### config.mk
export PLATFORM = sky130hd
export DESIGN_NAME = vlr_rx_shifter
export DESIGN_NICKNAME = d
export VERILOG_FILES = /design/src/rtl/vlr_pkg.sv /design/src/rtl/vlr_bit_counter.sv /design/src/rtl/vlr_tap_shifter.sv /design/src/rtl/vlr_hold_buf.sv /design/src/rtl/vlr_rx_shifter.sv
export SDC_FILE = /design/constraint.sdc
export NUM_CORES = 1
export LEC_CHECK = 0
export ABC_AREA = 1
export BUFFER_PORTS_ARGS = -buffer_cell sky130_fd_sc_hd__buf_2
export CAP_MARGIN = 5
export CORE_ASPECT_RATIO = 1.5
export CORE_MARGIN = 4
export CORE_UTILIZATION = 50
export DETAILED_ROUTE_END_ITERATION = 7
export PLACE_DENSITY = 0.85
export SLEW_MARGIN = 10
export SYNTH_ARGS = -nofsm -noshare
export SYNTH_HDL_FRONTEND = slang
export SYNTH_SLANG_ARGS = --single-unit
### constraint.sdc
create_clock -name clk -period 2.15 [get_ports clk]
set_input_delay 0 -clock clk [delete_from_list [all_inputs] [get_ports clk]]
set_output_delay 0 -clock clk [all_outputs]
set_load 0.02 [all_outputs]
### src/rtl/vlr_pkg.sv
package vlr_pkg;
  localparam int unsigned VLR_WORD_W = 32;
  localparam int unsigned VLR_LEN_W  = $clog2(VLR_WORD_W);
endpackage

### src/rtl/vlr_bit_counter.sv
module vlr_bit_counter #(
  parameter int unsigned LW = 5
) (
  input  logic          clk,
  input  logic          rst_n,
  input  logic          shift_en,
  input  logic [LW-1:0] len_cfg,
  output logic [LW-1:0] len_q,
  output logic          len_chg,
  output logic          accept,
  output logic          term
);
  logic [LW-1:0] cnt_q, cnt_d;
  logic [LW-1:0] len_d;

  assign len_chg = (len_cfg != len_q);
  assign accept  = shift_en && !len_chg;
  assign term    = accept && (cnt_q == '0);

  always_comb begin
    len_d = len_q;
    cnt_d = cnt_q;
    if (len_chg) begin
      len_d = len_cfg;
      cnt_d = len_cfg;
    end else if (accept) begin
      if (term) cnt_d = len_q;
      else      cnt_d = cnt_q - {{(LW-1){1'b0}}, 1'b1};
    end
  end

  always_ff @(posedge clk or negedge rst_n) begin
    if (!rst_n) begin
      len_q <= '0;
      cnt_q <= '0;
    end else begin
      len_q <= len_d;
      cnt_q <= cnt_d;
    end
  end

  // the remaining-bit count never exceeds the configured length
  assert_cnt_bound_R2: assert property (@(posedge clk) disable iff (!rst_n)
    cnt_q <= len_q);

  // no strobe and no length change keeps the count
  assert_cnt_hold_R5: assert property (@(posedge clk) disable iff (!rst_n)
    (!shift_en && !len_chg) |=> $stable(cnt_q));

  // a length change restarts the count at the new length
  assert_cnt_restart_R9: assert property (@(posedge clk) disable iff (!rst_n)
    len_chg |=> (cnt_q == len_q));
endmodule

### src/rtl/vlr_tap_shifter.sv
module vlr_tap_shifter #(
  parameter int unsigned W  = 32,
  parameter int unsigned LW = 5
) (
  input  logic          clk,
  input  logic          rst_n,
  input  logic          accept,
  input  logic          clear,
  input  logic          term,
  input  logic          din,
  input  logic [LW-1:0] len,
  output logic [W-1:0]  word_next
);
  logic [W-1:0] sh_q, sh_d;
  logic [LW:0]  top_amt;

  // every bit either takes the incoming bit (its tap) or its upper neighbour
  for (genvar i = 0; i < W; i++) begin : g_tap
    if (i == W - 1) begin : g_top
      assign word_next[i] = (len == LW'(i)) ? din : 1'b0;
    end else begin : g_mid
      assign word_next[i] = (len == LW'(i)) ? din : sh_q[i+1];
    end
  end

  always_comb begin
    sh_d = sh_q;
    if (clear)       sh_d = '0;
    else if (accept) sh_d = term ? '0 : word_next;
  end

  always_ff @(posedge clk or negedge rst_n) begin
    if (!rst_n) sh_q <= '0;
    else        sh_q <= sh_d;
  end

  assign top_amt = {1'b0, len} + {{LW{1'b0}}, 1'b1};

  // nothing ever sits above the configured tap
  assert_upper_zero_R4: assert property (@(posedge clk) disable iff (!rst_n)
    (sh_q >> top_amt) == '0);

  // a length change empties the partial word
  assert_clear_on_chg_R9: assert property (@(posedge clk) disable iff (!rst_n)
    clear |=> (sh_q == '0));

  // idle edges leave the partial word alone
  assert_idle_hold_R5: assert property (@(posedge clk) disable iff (!rst_n)
    (!accept && !clear) |=> $stable(sh_q));
endmodule

### src/rtl/vlr_hold_buf.sv
module vlr_hold_buf #(
  parameter int unsigned W = 32
) (
  input  logic         clk,
  input  logic         rst_n,
  input  logic         xfer,
  input  logic [W-1:0] din,
  input  logic         rd_stb,
  output logic [W-1:0] word_q,
  output logic         ready_q,
  output logic         ovr_q
);
  logic [W-1:0] word_d;
  logic         ready_d, ovr_d;

  always_comb begin
    word_d  = word_q;
    ready_d = ready_q;
    ovr_d   = ovr_q;
    if (xfer) word_d = din;
    if (xfer)        ready_d = 1'b1;
    else if (rd_stb) ready_d = 1'b0;
    if (xfer && ready_q && !rd_stb) ovr_d = 1'b1;
    else if (rd_stb)                ovr_d = 1'b0;
  end

  always_ff @(posedge clk or negedge rst_n) begin
    if (!rst_n) begin
      word_q  <= '0;
      ready_q <= 1'b0;
      ovr_q   <= 1'b0;
    end else begin
      word_q  <= word_d;
      ready_q <= ready_d;
      ovr_q   <= ovr_d;
    end
  end

  assert_ready_set_R7: assert property (@(posedge clk) disable iff (!rst_n)
    xfer |=> ready_q);

  assert_ready_clr_R7: assert property (@(posedge clk) disable iff (!rst_n)
    (rd_stb && !xfer) |=> !ready_q);

  assert_overrun_R8: assert property (@(posedge clk) disable iff (!rst_n)
    (xfer && ready_q && !rd_stb) |=> ovr_q);

  assert_hold_stable_R2: assert property (@(posedge clk) disable iff (!rst_n)
    !xfer |=> $stable(word_q));
endmodule

### src/rtl/vlr_rx_shifter.sv
module vlr_rx_shifter
  import vlr_pkg::*;
#(
  parameter int unsigned W  = VLR_WORD_W,
  parameter int unsigned LW = $clog2(W)
) (
  input  logic          clk,
  input  logic          rst_n,
  input  logic          shift_en,
  input  logic          ser_in,
  input  logic [LW-1:0] len_cfg,
  input  logic          rd_stb,
  output logic [W-1:0]  word_o,
  output logic          ready_o,
  output logic          overrun_o
);
  logic [1:0]    rst_sync_q;
  logic          rst_s;
  logic [LW-1:0] len_q;
  logic          len_chg, accept, term;
  logic [W-1:0]  word_next;

  // asynchronous assertion, synchronous release
  always_ff @(posedge clk or negedge rst_n) begin
    if (!rst_n) rst_sync_q <= 2'b00;
    else        rst_sync_q <= {rst_sync_q[0], 1'b1};
  end
  assign rst_s = rst_sync_q[1];

  vlr_bit_counter #(.LW(LW)) u_cnt (
    .clk      (clk),
    .rst_n    (rst_s),
    .shift_en (shift_en),
    .len_cfg  (len_cfg),
    .len_q    (len_q),
    .len_chg  (len_chg),
    .accept   (accept),
    .term     (term)
  );

  vlr_tap_shifter #(.W(W), .LW(LW)) u_shf (
    .clk       (clk),
    .rst_n     (rst_s),
    .accept    (accept),
    .clear     (len_chg),
    .term      (term),
    .din       (ser_in),
    .len       (len_q),
    .word_next (word_next)
  );

  vlr_hold_buf #(.W(W)) u_buf (
    .clk     (clk),
    .rst_n   (rst_s),
    .xfer    (term),
    .din     (word_next),
    .rd_stb  (rd_stb),
    .word_q  (word_o),
    .ready_q (ready_o),
    .ovr_q   (overrun_o)
  );

  // out of reset nothing is pending
  assert_reset_quiet_R1: assert property (@(posedge clk)
    !rst_s |-> (!ready_o && !overrun_o && word_o == '0));
endmodule

==> impl_results.md <==
- Cell at the root of the clock tree: sky130_fd_sc_hd__clkbuf_8
- Pin count of the biggest net entering global routing: 37
- Router iterations before antenna repair: 6
- Antenna diode count: 0
- Horizontal die dimension: 78.15 um
- Power density over the cells: 719.8 mW/mm^2
- #FFs+latches synth: 77
- Clock period minus worst slack: 1.892 ns
- Total routed wirelength: 8804 um
- Number of nets in the synthesized netlist: 490
- Number of global-route vias before repair: 3,375
- Post_cts resized: 0
- RSZ-0062 raised after global routing: no
- Netlist cell types: 26
- Cell types with the largest area share after synthesis: sky130_fd_sc_hd__dfrtp_1 52%, sky130_fd_sc_hd__nand2_1 23%, sky130_fd_sc_hd__nand3_1 7.5%
- Final layout net count: 535
- Antenna Nets Post-Route: 0
- Combined area of all synthesized cells: 0.003691 sq mm
- Source of the worst register-to-register timing path: u_cnt.len_q[3]$_DFFE_PN0N_
- Startpoint type of the worst setup path: flip-flop
- Number of buffers between clock root and the deepest sink: 2
- Yosys warnings: 0
- Final worst-path cycle share: 88.01%
- Area grow syn2layout: 16.44%
- Post-Route Utilization: 59.47%
- Path type of the worst setup path: flip-flop to flip-flop
- Standby leakage power: 2.328 nW
- Arr. time, crit path: 2.19 ns
- Worst-case headroom to the max-slew limit: 46.80%
- Final Hold Fails: 0
- Vias: 3,367
- FP Rows: 38
- Number of instances in the synthesized netlist: 479
- Highest Clock Rate: 0.5285 GHz
- Detail-routed via count per cell: 5.353
- Total Die Area: 0.008849 sq mm
- TritonCTS clock tree: done
- Share of synthesized area occupied by flip-flops and latches: 52.20%
- Number of cells on the worst hold path: 2
- Final setup TNS: 0 ns
- Share of the synthesized area in the top cell type: 52.20%
- Register-to-register setup slack: 0.26 ns
- Maximum clock skew at final layout: 0.01166 ns
- Top fanout value on the critical path: 30
- Fin. max-slew vios: 0
- Postcts setup bufs: 0
- Clock sink total: 77
- Layout cells sized above 1: 13.99%
- Starting utilization of the core area: 51.07%
- GRT Overall Usage: 21.52%
- H-tree Lvls: 3
- Slew @ Worst Pin: 0.7981 ns
- Mean cell area of the mapped netlist: 7.706 sq um
- Hold-fix buffer count after cts: 10
- Post-detailed-route wirelength per cell: 14.00 um
- Number of max-capacitance violations reported: 0
- Beginning of the worst hold path: len_cfg[4]
- Outcome: completed
- Quantity of I/O buffers inserted on ports: 43
- Path depth of the worst reg2reg path: 9
- Placeable core region: 0.007227 sq mm
- Setup violators final: 0
- Source-to-sink clock delay at the later pin of the worst-skew pair: 0.37 ns
- Sort of element at the end of the critical path: flip-flop
- Wire length of the first global-routing pass: 15,040 um
- Largest voltage drop on the vdd net: 393.3 uV
- Worst hold path class: input pin to flip-flop
- Initial antenna violation count: 0
- HPWL Detailed: 6083 um
- Total CTS buffers: 9
- Clock transition at path regs: 0.08 ns
- Placer congestion estimate: 0.8954
- Overflow left after global routing: 0
- Cell taking the most area after synthesis: sky130_fd_sc_hd__dfrtp_1
- End point of the worst hold path: u_cnt.len_q[4]$_DFFE_PN0N_
- Iter 0 DRT Violations: 402
- Detailed-route DRC error count: 0
- Io pins: 44
- Worst endpoint required time: 2.45 ns
- RR Endpoint: u_shf.sh_q[6]$_DFFE_PN0P_
- Die extent in y: 113.2 um
## where the power goes
part	total [mW]	leakage, nW	internal [mW]	switching (mW)
logic	0.173	1.15	0.0542	0.119
registers	1.49	1.05	1.46	0.0252
clock network	1.43	0.127	0.890	0.545
## routing by layer
| metal | part of all wire, % | GRT usage, % | vias to the layer above |
|---|---|---|---|
| met4 | 4.0 | 13.19 | 0 |
| met2 | 51 | 36.33 | 148 |
| met5 | 0 | 0 | - |
| met3 | 5.0 | 4.618 | 33 |
| li1 | - | - | 1594 |
| met1 | 40 | 24.78 | 1592 |
## through the flow
| stage | std cells | hold WS [ns] | worst slack [ns] | area, sq um | total power, mW |
|---|---|---|---|---|---|
| floorplan | 479 | -0.2956 | 0.6840 | 3692 | 1.620 |
| global placement | 603 | -0.2156 | 0.3747 | 3934 | 1.664 |
| detailed placement | 603 | -0.2145 | 0.3079 | 3934 | 1.670 |
| CTS | 629 | 0.3141 | 0.2869 | 4298 | 3.108 |
| global route | 629 | 0.3151 | 0.1131 | 4298 | 3.200 |
| finish | 629 | 0.3167 | 0.2577 | 4298 | 3.094 |
## flip-flops by register name, indices dropped and copies added (netlist names)
signal,flops
rst_sync_q,2
u_buf.ready_q,1
u_cnt.cnt_q,5
u_buf.word_q,32
u_cnt.len_q,5
u_buf.ovr_q,1
u_shf.sh_q,31
## logic make-up (layout without fill, tap and decap cells)
family,after synthesis,after routing,synth area share (%)
and+or+nand+nor,298,298,32.92
DFF,77,77,52.20
buffers and inverters,52,102,6.983
AOI/OAI and AO/OA,46,46,6.508
xor gates and xnor gates,4,4,0.9493
adders and majority gates,1,1,0.3389
other,1,1,0.1016
## final cells by class
| class | instances | area, sq um |
|---|---|---|
| fill | 639 | 2929 |
| inverter | 24 | 91.34 |
| tap | 100 | 125.1 |
| sequential | 77 | 1928 |
| multi-input combinational | 350 | 1506 |
| clock inverter | 6 | 136.4 |
| timing repair buffer | 62 | 382.9 |
| clock buffer | 10 | 127.6 |
## worst max-delay path, stage by stage (launching register included)
cell	delay, ns
sky130_fd_sc_hd__dfrtp_1	0.42
sky130_fd_sc_hd__inv_1	0.13
sky130_fd_sc_hd__nand2_1	0.06
sky130_fd_sc_hd__nand2_1	0.06
sky130_fd_sc_hd__nand3_1	0.11
sky130_fd_sc_hd__nor2_4	0.26
sky130_fd_sc_hd__nand3_1	0.15
sky130_fd_sc_hd__inv_2	0.41
sky130_fd_sc_hd__nand2_1	0.11
sky130_fd_sc_hd__nand2_1	0.09
## layout by cell type, fill, tap and decap left out, types with 2 or more instances in the layout
cell                            count
sky130_fd_sc_hd__a21oi_1            3
sky130_fd_sc_hd__dfrtp_1           76
sky130_fd_sc_hd__nor2_1            13
sky130_fd_sc_hd__dlygate4sd3_1     10
sky130_fd_sc_hd__nand3_1           55
sky130_fd_sc_hd__buf_2             43
sky130_fd_sc_hd__xnor2_1            3
sky130_fd_sc_hd__inv_1             18
sky130_fd_sc_hd__clkinv_1           2
sky130_fd_sc_hd__buf_4              9
sky130_fd_sc_hd__bufinv_16          4
sky130_fd_sc_hd__clkbuf_8           9
sky130_fd_sc_hd__o211ai_1           3
sky130_fd_sc_hd__nand2_1          226
sky130_fd_sc_hd__inv_2              3
sky130_fd_sc_hd__o21ai_0           37
## synth_stat cells
cell type                  instances
sky130_fd_sc_hd__dfrtp_1          77
sky130_fd_sc_hd__clkinv_1          2
sky130_fd_sc_hd__ha_1              1
sky130_fd_sc_hd__nand2_1         226
sky130_fd_sc_hd__buf_4             4
sky130_fd_sc_hd__buf_6             5
sky130_fd_sc_hd__inv_1            18
sky130_fd_sc_hd__clkinv_2          1
sky130_fd_sc_hd__inv_2             3
sky130_fd_sc_hd__o22ai_1           1
sky130_fd_sc_hd__buf_2             7
sky130_fd_sc_hd__nor2_1           13
sky130_fd_sc_hd__conb_1            1
sky130_fd_sc_hd__a31oi_1           1
sky130_fd_sc_hd__o211ai_1          3
sky130_fd_sc_hd__nand4_1           1
sky130_fd_sc_hd__o21ai_0          37
sky130_fd_sc_hd__nand3_1          55
sky130_fd_sc_hd__xnor2_1           3
sky130_fd_sc_hd__nand3_4           1
sky130_fd_sc_hd__clkbuf_1         12
sky130_fd_sc_hd__xor2_1            1
sky130_fd_sc_hd__nand3b_1          1
sky130_fd_sc_hd__o21ai_1           1
sky130_fd_sc_hd__nor2_4            1
sky130_fd_sc_hd__a21oi_1           3
## worst max-delay path by stage
stage / slack (ns) / depth (start not counted) / start / to
floorplan: 0.68 / 8 / u_cnt.cnt_q[0]$_DFFE_PN0P_ / u_buf.word_q[10]$_DFFE_PN0P_
global placement: 0.37 / 8 / u_cnt.cnt_q[0]$_DFFE_PN0P_ / u_buf.word_q[4]$_DFFE_PN0P_
detailed placement: 0.31 / 9 / u_cnt.len_q[2]$_DFFE_PN0N_ / u_shf.sh_q[6]$_DFFE_PN0P_
CTS: 0.29 / 9 / u_cnt.len_q[3]$_DFFE_PN0N_ / u_shf.sh_q[6]$_DFFE_PN0P_
global route: 0.11 / 8 / u_cnt.cnt_q[0]$_DFFE_PN0P_ / u_buf.word_q[21]$_DFFE_PN0P_
finish: 0.26 / 9 / u_cnt.len_q[3]$_DFFE_PN0N_ / u_shf.sh_q[6]$_DFFE_PN0P_
Power figures use the tool's default switching activity.
